File: src/rtl/srg_pkg.sv
package srg_pkg;

   // Prescaler source choice
   typedef enum logic {
      SRC_DIRECT = 1'b0,
      SRC_DIV    = 1'b1
   } src_sel_e;

   // Clock divisor must be at least two to produce strobes
   localparam int unsigned CD_ACTIVE_MIN = 2;

endpackage

File: src/rtl/srg_prescale.sv
module srg_prescale #(
   parameter int unsigned DIV = 8
) (
   input  logic clk,
   input  logic rst_n,
   input  logic go,
   input  logic sel,
   output logic pre_en
);
   import srg_pkg::*;

   generate
      if (DIV > 1) begin : g_div
         localparam int unsigned PW = $clog2(DIV);
         logic [PW-1:0] cnt;
         logic          wrap;

         assign wrap = (cnt == PW'(DIV - 1));

         always_ff @(posedge clk or negedge rst_n) begin
            if (!rst_n) begin
               cnt <= '0;
            end else if (!go || src_sel_e'(sel) == SRC_DIRECT) begin
               cnt <= '0;
            end else begin
               cnt <= wrap ? '0 : cnt + PW'(1);
            end
         end

         assign pre_en = go & ((src_sel_e'(sel) == SRC_DIRECT) | wrap);

         // prescaled enables never sit back to back
         assert_pre_gap_R3: assert property (@(posedge clk) disable iff (!rst_n)
            (sel && pre_en) |=> !pre_en);
      end else begin : g_pass
         assign pre_en = go;
      end
   endgenerate

endmodule

File: src/rtl/srg_clk_div.sv
module srg_clk_div #(
   parameter int unsigned W = 16
) (
   input  logic         clk,
   input  logic         rst_n,
   input  logic         go,
   input  logic         pre_en,
   input  logic [W-1:0] divisor,
   output logic         strobe,
   output logic         tick_q
);
   import srg_pkg::*;

   logic [W-1:0] cnt;
   logic         active;

   assign active = (divisor >= W'(CD_ACTIVE_MIN));
   assign strobe = pre_en & active & (cnt == divisor - W'(1));

   always_ff @(posedge clk or negedge rst_n) begin
      if (!rst_n) begin
         cnt    <= '0;
         tick_q <= 1'b0;
      end else begin
         tick_q <= go & strobe;
         if (!go) begin
            cnt <= '0;
         end else if (pre_en && active) begin
            cnt <= strobe ? '0 : cnt + W'(1);
         end
      end
   end

   assert_sample_pulse_R2: assert property (@(posedge clk) disable iff (!rst_n)
      tick_q |=> !tick_q);

   assert_no_sample_small_cd_R5: assert property (@(posedge clk) disable iff (!rst_n)
      (divisor < W'(CD_ACTIVE_MIN)) |=> !tick_q);

endmodule

File: src/rtl/srg_bit_div.sv
module srg_bit_div #(
   parameter int unsigned W   = 8,
   parameter int unsigned MIN = 4,
   parameter int unsigned MAX = 254
) (
   input  logic         clk,
   input  logic         rst_n,
   input  logic         go,
   input  logic         strobe,
   input  logic [W-1:0] divisor,
   output logic         tick_q
);
   logic [W-1:0] cnt;
   logic         legal;
   logic         last;

   assign legal = (divisor >= W'(MIN)) && (divisor <= W'(MAX));
   assign last  = (cnt == divisor);

   always_ff @(posedge clk or negedge rst_n) begin
      if (!rst_n) begin
         cnt    <= '0;
         tick_q <= 1'b0;
      end else begin
         tick_q <= go & strobe & legal & last;
         if (!go) begin
            cnt <= '0;
         end else if (strobe) begin
            cnt <= last ? '0 : cnt + W'(1);
         end
      end
   end

   assert_no_baud_illegal_R6: assert property (@(posedge clk) disable iff (!rst_n)
      !legal |=> !tick_q);

endmodule

File: src/rtl/serial_rate_gen.sv
module serial_rate_gen #(
   parameter int unsigned PRE_DIV = 8,
   parameter int unsigned CD_W    = 16,
   parameter int unsigned BD_W    = 8,
   parameter int unsigned BD_MIN  = 4,
   parameter int unsigned BD_MAX  = 254
) (
   input  logic            clk,
   input  logic            rst_n,
   input  logic            enable,
   input  logic            prescale_sel,
   input  logic [CD_W-1:0] clk_div,
   input  logic [BD_W-1:0] bit_div,
   output logic            sample_tick,
   output logic            baud_tick
);
   localparam int unsigned CFG_W = 2 + CD_W + BD_W;

   generate
      if (CD_W < 2)              begin : g_bad_cd  $error("clock divisor too narrow"); end
      if (BD_MIN > BD_MAX)       begin : g_bad_rng $error("bit divisor range empty"); end
      if (BD_MAX >= (1 << BD_W)) begin : g_bad_bdw $error("bit divisor max exceeds width"); end
      if (PRE_DIV < 1)           begin : g_bad_pre $error("prescale must be positive"); end
   endgenerate

   logic [CFG_W-1:0] cfg_now, cfg_prev;
   logic             restart, go, pre_en, cd_strobe;

   assign cfg_now = {enable, prescale_sel, clk_div, bit_div};
   assign restart = (cfg_now != cfg_prev);
   assign go      = enable & ~restart;

   always_ff @(posedge clk or negedge rst_n) begin
      if (!rst_n) cfg_prev <= '0;
      else        cfg_prev <= cfg_now;
   end

   srg_prescale #(.DIV(PRE_DIV)) u_pre (
      .clk(clk), .rst_n(rst_n), .go(go), .sel(prescale_sel), .pre_en(pre_en)
   );

   srg_clk_div #(.W(CD_W)) u_cd (
      .clk(clk), .rst_n(rst_n), .go(go), .pre_en(pre_en), .divisor(clk_div),
      .strobe(cd_strobe), .tick_q(sample_tick)
   );

   srg_bit_div #(.W(BD_W), .MIN(BD_MIN), .MAX(BD_MAX)) u_bd (
      .clk(clk), .rst_n(rst_n), .go(go), .strobe(cd_strobe), .divisor(bit_div),
      .tick_q(baud_tick)
   );

   assert_baud_on_sample_R4: assert property (@(posedge clk) disable iff (!rst_n)
      baud_tick |-> sample_tick);

   assert_restart_quiet_R8: assert property (@(posedge clk) disable iff (!rst_n)
      restart |=> (!sample_tick && !baud_tick));

   assert_disabled_quiet_R7: assert property (@(posedge clk) disable iff (!rst_n)
      !enable |=> (!sample_tick && !baud_tick));

   assert_reset_quiet_R1: assert property (@(posedge clk)
      !rst_n |-> (!sample_tick && !baud_tick));

endmodule

File: config.mk
export PLATFORM = sky130hd
export DESIGN_NAME = serial_rate_gen
export DESIGN_NICKNAME = d
export VERILOG_FILES = /design/src/rtl/srg_pkg.sv /design/src/rtl/srg_prescale.sv /design/src/rtl/srg_clk_div.sv /design/src/rtl/srg_bit_div.sv /design/src/rtl/serial_rate_gen.sv
export SDC_FILE = /design/constraint.sdc
export NUM_CORES = 1
export LEC_CHECK = 0
export BUFFER_PORTS_ARGS = -buffer_cell sky130_fd_sc_hd__buf_2
export CORE_MARGIN = 2
export CORE_UTILIZATION = 35
export CTS_CLUSTER_DIAMETER = 60
export CTS_CLUSTER_SIZE = 30
export DETAILED_ROUTE_END_ITERATION = 8
export SETUP_SLACK_MARGIN = 0.1
export SLEW_MARGIN = 25
export SYNTH_ARGS = -nofsm -noshare
export SYNTH_HDL_FRONTEND = slang
export SYNTH_HIERARCHICAL = 1
export SYNTH_SLANG_ARGS = --single-unit
File: constraint.sdc
create_clock -name clk -period 4.2 [get_ports clk]
set_clock_uncertainty 0.15 [all_clocks]
set_input_delay 0.42 -clock clk [delete_from_list [all_inputs] [get_ports clk]]
set_output_delay 0.42 -clock clk [all_outputs]
set_load 0.02 [all_outputs]
Word-level counts from Yosys, hierarchy flattened
Index checks and enable logic that the tools add are counted.
{"block": "classes", "n_addsub": 4, "magnitude_cmp": 3, "n_eq_ne": 6, "n_mux": 8, "bitwise": 10, "reduce_logical": 4}
{"operator": "two-way mux 16 bit", "n": 3}
{"operator": "inequality test 26 bit", "n": 1}
{"operator": "two-way mux 8 bit", "n": 3}
{"operator": "adder 16 x 1 -> 16 bit, second input constant", "n": 1}
{"operator": "== test 16 bit", "n": 1}
{"operator": "greater-or-equal comparator 16 x 2 -> 1 bit, second input constant", "n": 1}
{"operator": "subtractor 16 x 1 -> 16 bit, second input constant", "n": 1}
{"operator": "adder 8 x 1 -> 8 bit, second input constant", "n": 1}
{"operator": "== test 8 bit", "n": 1}
{"operator": "greater-or-equal comparator 8 x 3 -> 1 bit, second input constant", "n": 1}
{"operator": "<= comparator 8 bit, second input constant", "n": 1}
{"operator": "AND 1 bit", "n": 7}
{"operator": "two-way mux 3 bit", "n": 2}
{"operator": "inequality test 2 x 1 -> 1 bit, second input constant", "n": 2}
{"operator": "adder 3 x 1 -> 3 bit, second input constant", "n": 1}
{"operator": "== test 3 bit, second input constant", "n": 1}
{"operator": "logical AND 1 bit", "n": 2}
{"operator": "NOT 1 bit", "n": 2}
{"operator": "logical NOT 1 bit", "n": 1}
{"operator": "logical OR 1 bit", "n": 1}
{"operator": "OR 1 bit", "n": 1}
{"block": "word_totals", "regBits": 55, "input_bits": 28, "output_inout_bits": 2, "elab_cells": 41}

Logic depth before layout (Yosys ltp)
{"block": "logic_depth", "ltp_word": 9, "depth_mapped": 13, "ltp_nobuf": 13}

Modules after synthesis
Netlist, hierarchy kept.
{"module": "srg_clk_div", "n_inst": 1, "cells_each": 172, "area_each_um2": 1436.4, "seq_area_each_um2": 425.4}
{"module": "serial_rate_gen", "n_inst": 1, "cells_each": 60, "area_each_um2": 930.9, "seq_area_each_um2": 650.6}
{"module": "srg_bit_div", "n_inst": 1, "cells_each": 61, "area_each_um2": 563.0, "seq_area_each_um2": 225.2}
{"module": "srg_prescale", "n_inst": 1, "cells_each": 11, "area_each_um2": 137.6, "seq_area_each_um2": 75.1}

Worst setup path after synthesis
No wires, ideal clock.
{"block": "synth_path", "path_type": "input to register", "startpoint": "input clk_div[10]", "endpoint": "register u_bd.cnt[4]", "setup_time_ns": 0.121, "arrival_time_ns": 3.175, "required_ns": 3.929, "setup_slack_ns": 0.754, "stages": 13, "n_path_buf": 1, "path_cell_list": "xor2_1 > nor4_1 > nand3_1 > nor4_2 > a21boi_1 > o41a_1 > nand3_1 > a2111o_1 > nor2_1 > nor2b_1 > clkbuf_1 > a21o_1 > a22o_1"}
{"block": "synth_via", "elab_chain_len": 7, "word_cells_on_any_way": 11, "classes_between": "add/sub (1); order compare (1); eq/ne (3); mux (1); bitwise (5)"}
{"item": "from (decl)", "line": "serial_rate_gen.sv:12", "rtl": "input logic [CD_W-1:0] clk_div,"}
{"item": "inequality test 26 bit", "line": "serial_rate_gen.sv:30", "rtl": "assign restart = (cfg_now != cfg_prev);"}
{"item": "NOT 1 bit", "line": "serial_rate_gen.sv:31", "rtl": "assign go = enable & ~restart;"}
{"item": "AND 1 bit", "line": "serial_rate_gen.sv:31"}
{"item": "net go", "line": "serial_rate_gen.sv:27", "rtl": "logic restart, go, pre_en, cd_strobe;"}
{"item": "AND 1 bit", "line": "srg_prescale.sv:30", "rtl": "assign pre_en = go & ((src_sel_e'(sel) == SRC_DIRECT) | wrap);"}
{"item": "net pre_en", "line": "serial_rate_gen.sv:27"}
{"item": "AND 1 bit (2 in a row)", "line": "srg_clk_div.sv:18", "rtl": "assign strobe = pre_en & active & (cnt == divisor - W'(1));"}
{"item": "net cd_strobe", "line": "serial_rate_gen.sv:27"}
{"item": "inequality test 2 x 1 -> 1 bit (no line)"}
{"item": "to (signal assigned)", "line": "srg_bit_div.sv:29", "rtl": "cnt <= last ? '0 : cnt + W'(1);"}
{"item": "to (decl)", "line": "srg_bit_div.sv:13", "rtl": "logic [W-1:0] cnt;"}
The timed path passes the listed nets, and every way through them passes these cells.
A chain may end at the register's enable or synchronous reset.

Worst setup path in the final report
{"block": "layout_path", "startpoint": "register cfg_prev[18]", "endpoint": "register u_bd.cnt[5]"}
{"block": "layout_via", "elab_chain_len": 7, "word_cells_on_any_way": 8, "classes_between": "eq/ne (2); mux (1); bitwise (5)"}
{"item": "from (decl)", "line": "serial_rate_gen.sv:26", "rtl": "logic [CFG_W-1:0] cfg_now, cfg_prev;"}
{"item": "from (signal assigned)", "line": "serial_rate_gen.sv:35", "rtl": "else cfg_prev <= cfg_now;"}
{"item": "inequality test 26 bit", "line": "serial_rate_gen.sv:30"}
{"item": "NOT 1 bit", "line": "serial_rate_gen.sv:31"}
{"item": "AND 1 bit", "line": "serial_rate_gen.sv:31"}
{"item": "net go", "line": "serial_rate_gen.sv:27"}
{"item": "AND 1 bit", "line": "srg_prescale.sv:30"}
{"item": "net pre_en", "line": "serial_rate_gen.sv:27"}
{"item": "AND 1 bit (2 in a row)", "line": "srg_clk_div.sv:18"}
{"item": "net cd_strobe", "line": "serial_rate_gen.sv:27"}
{"item": "inequality test 2 x 1 -> 1 bit (no line)"}
The timed path passes the listed nets, and every way through them passes these cells.

==> qor.yml <==
cp-end-kind: "register"
setup_tns_ps: 0
initial_core_util: 0.3570
totalWireLength_microns: 6703
postCtsHoldBufs: 0
arrival_ps: 3540
p_leak_nw: 1.378
rsz0062_at_grt: "no"
peakVddDrop_mv: 0.1467
critPathMaxFanout: 6
synth_edf_count: 0
finalHoldViolCount: 0
synth_cell_types: 50
dr_total_vias: 2327
synthToLayoutAreaGrowth_pct: 11.54
startpoint_type: "register"
cts_tree: "yes"
core.rowCount: 34
yosys.area.top_type: "dfrtp_1"
reg2reg_depth: 11
viasPerCell: 5.253
grt_max_degree: 56
grt_pass1_wl_microns: 11360
status: "completed"
cp.required_ps: 4250
cts_buffers: 5
final_cell_mix: "55 x dfrtp_1, 40 x xor2_1, 29 x buf_2"
syn_area_per_cell_sq_um: 10.09
ant_nets: 0
setup_viol: 0
clock_sinks: 55
criticalPathCategory: "reg2reg"
min_period_over_period: 0.8323
die_y_microns: 97.63
dieWidth_microns: 97.63
timing.fmax_mhz: 286.1
report.final.slew_viol_count: 0
synth_nets: 338
place.gp.congestion: 0.8865
nets: 368
ys_seq_area_frac: 0.4486
ys_ff_latch: 55
whs_ps: 72.70
synth_area_leaders: "dfrtp_1 45%, xor2_1 11%, xnor2_1 6.9%"
syn_inst: 304
hpwl_microns: 4993
async_flop_share: 1.000
postCtsSetupBuffers: 0
slew_headroom: 0.5061
ctsHtreeMaxLevel: 2
grt.overflow.total: 0
cts_root_buf: "clkbuf_8"
final_common_cell: "dfrtp_1"
cellPowerDensity_nw_per_um2: 280.2
synth_flop_cell: "dfrtp_1"
die_area_sq_um: 9531
ios: 30
port-buffer-count: 29
antenna_cells: 0
hold_depth: 1
routedWlPerCell_microns: 15.13
synth_top_cell_area_share: 0.4486
tightest_slew_ps: 734.1
cap_violations: 0
cts.clk_slew.worst_paths_ps: 110
first_pass_iters: 4
final_util: 0.3982
ctsResizeCount: 0
coreArea_sq_um: 8593
final_layout_size_suffix_gt1_frac: 0.1522
grtUsageTotal: 0.1463
drc_errors: 0
min_path_type: "in2reg"
netlist_area_sq_um: 3068
yosysWarnings: 6
grt_pass1_vias: 2290
drt_iter0_drc: 110
period_minus_slack_ps: 3495
cts_buffer_depth: 2
clkLatencyLatePin_ps: 310
antenna_found_initial: 0
==> final cells by class <==
type	instances	area, sq um
well taps	108	135.1
flip-flops and latches	55	1376
clock inverters	3	27.53
clock buffers	5	68.82
inverters	4	15.01
fillers	864	5171
repair buffers	31	160.2
multi-input cells	237	1639
==> power breakdown <==
part	switching, mW	total (mW)	leakage, nW	internal [mW]
registers	0.00529	0.547	0.708	0.542
clock network	0.187	0.310	0.0463	0.123
logic	0.0633	0.102	0.623	0.0389
total	0.255	0.959	1.38	0.704
==> cells by family after synthesis <==
group,Yosys count,synth area share
AND/OR/NAND/NOR,129,0.2394
XOR/XNOR,64,0.1827
flip-flops,55,0.4486
AO/OA/AOI/OAI,38,0.08769
buffers and inverters,12,0.01713
adder cells (fa/ha/maj),6,0.02447
==> routing by layer <==
layer  vias up  global-route usage  routed length, microns
met2        48              0.2430                    3231
met3         4             0.01655                     224
li1       1142                   -                       -
met5         -                   0                       0
met1      1133              0.2023                    3179
met4         0             0.04167                      68
==> per-stage QoR <==
step                      worst slack [ps]  std cells  total power, mW  instance area [sq um]
after detailed placement             490.1        435           0.6601                   3326
after CTS                            661.4        443           0.9729                   3422
final                                704.5        443           0.9590                   3422
after floorplan                      754.5        304           0.6049                   3068
after global placement               636.0        435           0.6594                   3326
after global routing                 310.5        443            1.005                   3422
==> worst max-delay path: stages, from the launching register on <==
cell	delay, ps
dfrtp_1	390
xor2_1	160
nor4_1	380
nand3_1	150
nor4_2	330
a21boi_1	260
o41a_1	270
nand3_1	90
a2111o_1	420
nor2_1	220
nand3_1	210
o311ai_0	360
==> synthesized netlist by cell type (2+ instances only) <==
cell	number
dfrtp_1	55
xor2_1	40
nor2_1	27
xnor2_1	24
nand2_1	23
nand3_1	12
nor4_1	12
nand4_1	10
o21ai_0	10
nor3_1	8
clkbuf_1	7
and3_1	6
ha_1	6
a211oi_1	4
a21oi_1	4
inv_1	4
nor2b_1	4
nor4_2	4
or3_1	3
a2111o_1	2
a21boi_0	2
and2_1	2
and4_1	2
nand3b_1	2
nand4b_1	2
o211ai_1	2
o21a_1	2
or4_1	2
or4b_1	2
==> flip-flops by register name (all words and copies together), names as in the netlist <==
register	cells
u_cd/tick_q	1
u_bd/cnt	8
u_bd/tick_q	1
u_cd/cnt	16
cfg_prev	26
u_pre/g_div.cnt	3
==> path summary, 6_finish.rpt <==
kind | slack (ps) | from | endpoint
setup reg to reg | 700 | cfg_prev[18] | u_bd/cnt[5]
hold / removal | 70 | enable | cfg_prev[25]
max in group asynchronous | 3360 | rst_n | u_cd/cnt[6]
hold reg to reg | 320 | u_pre/g_div.cnt[0] | u_pre/g_div.cnt[0]
setup / recovery | 700 | cfg_prev[18] | u_bd/cnt[5]
min in group asynchronous | 90 | rst_n | cfg_prev[1]
No activity file was read; power rests on OpenSTA's default activity.
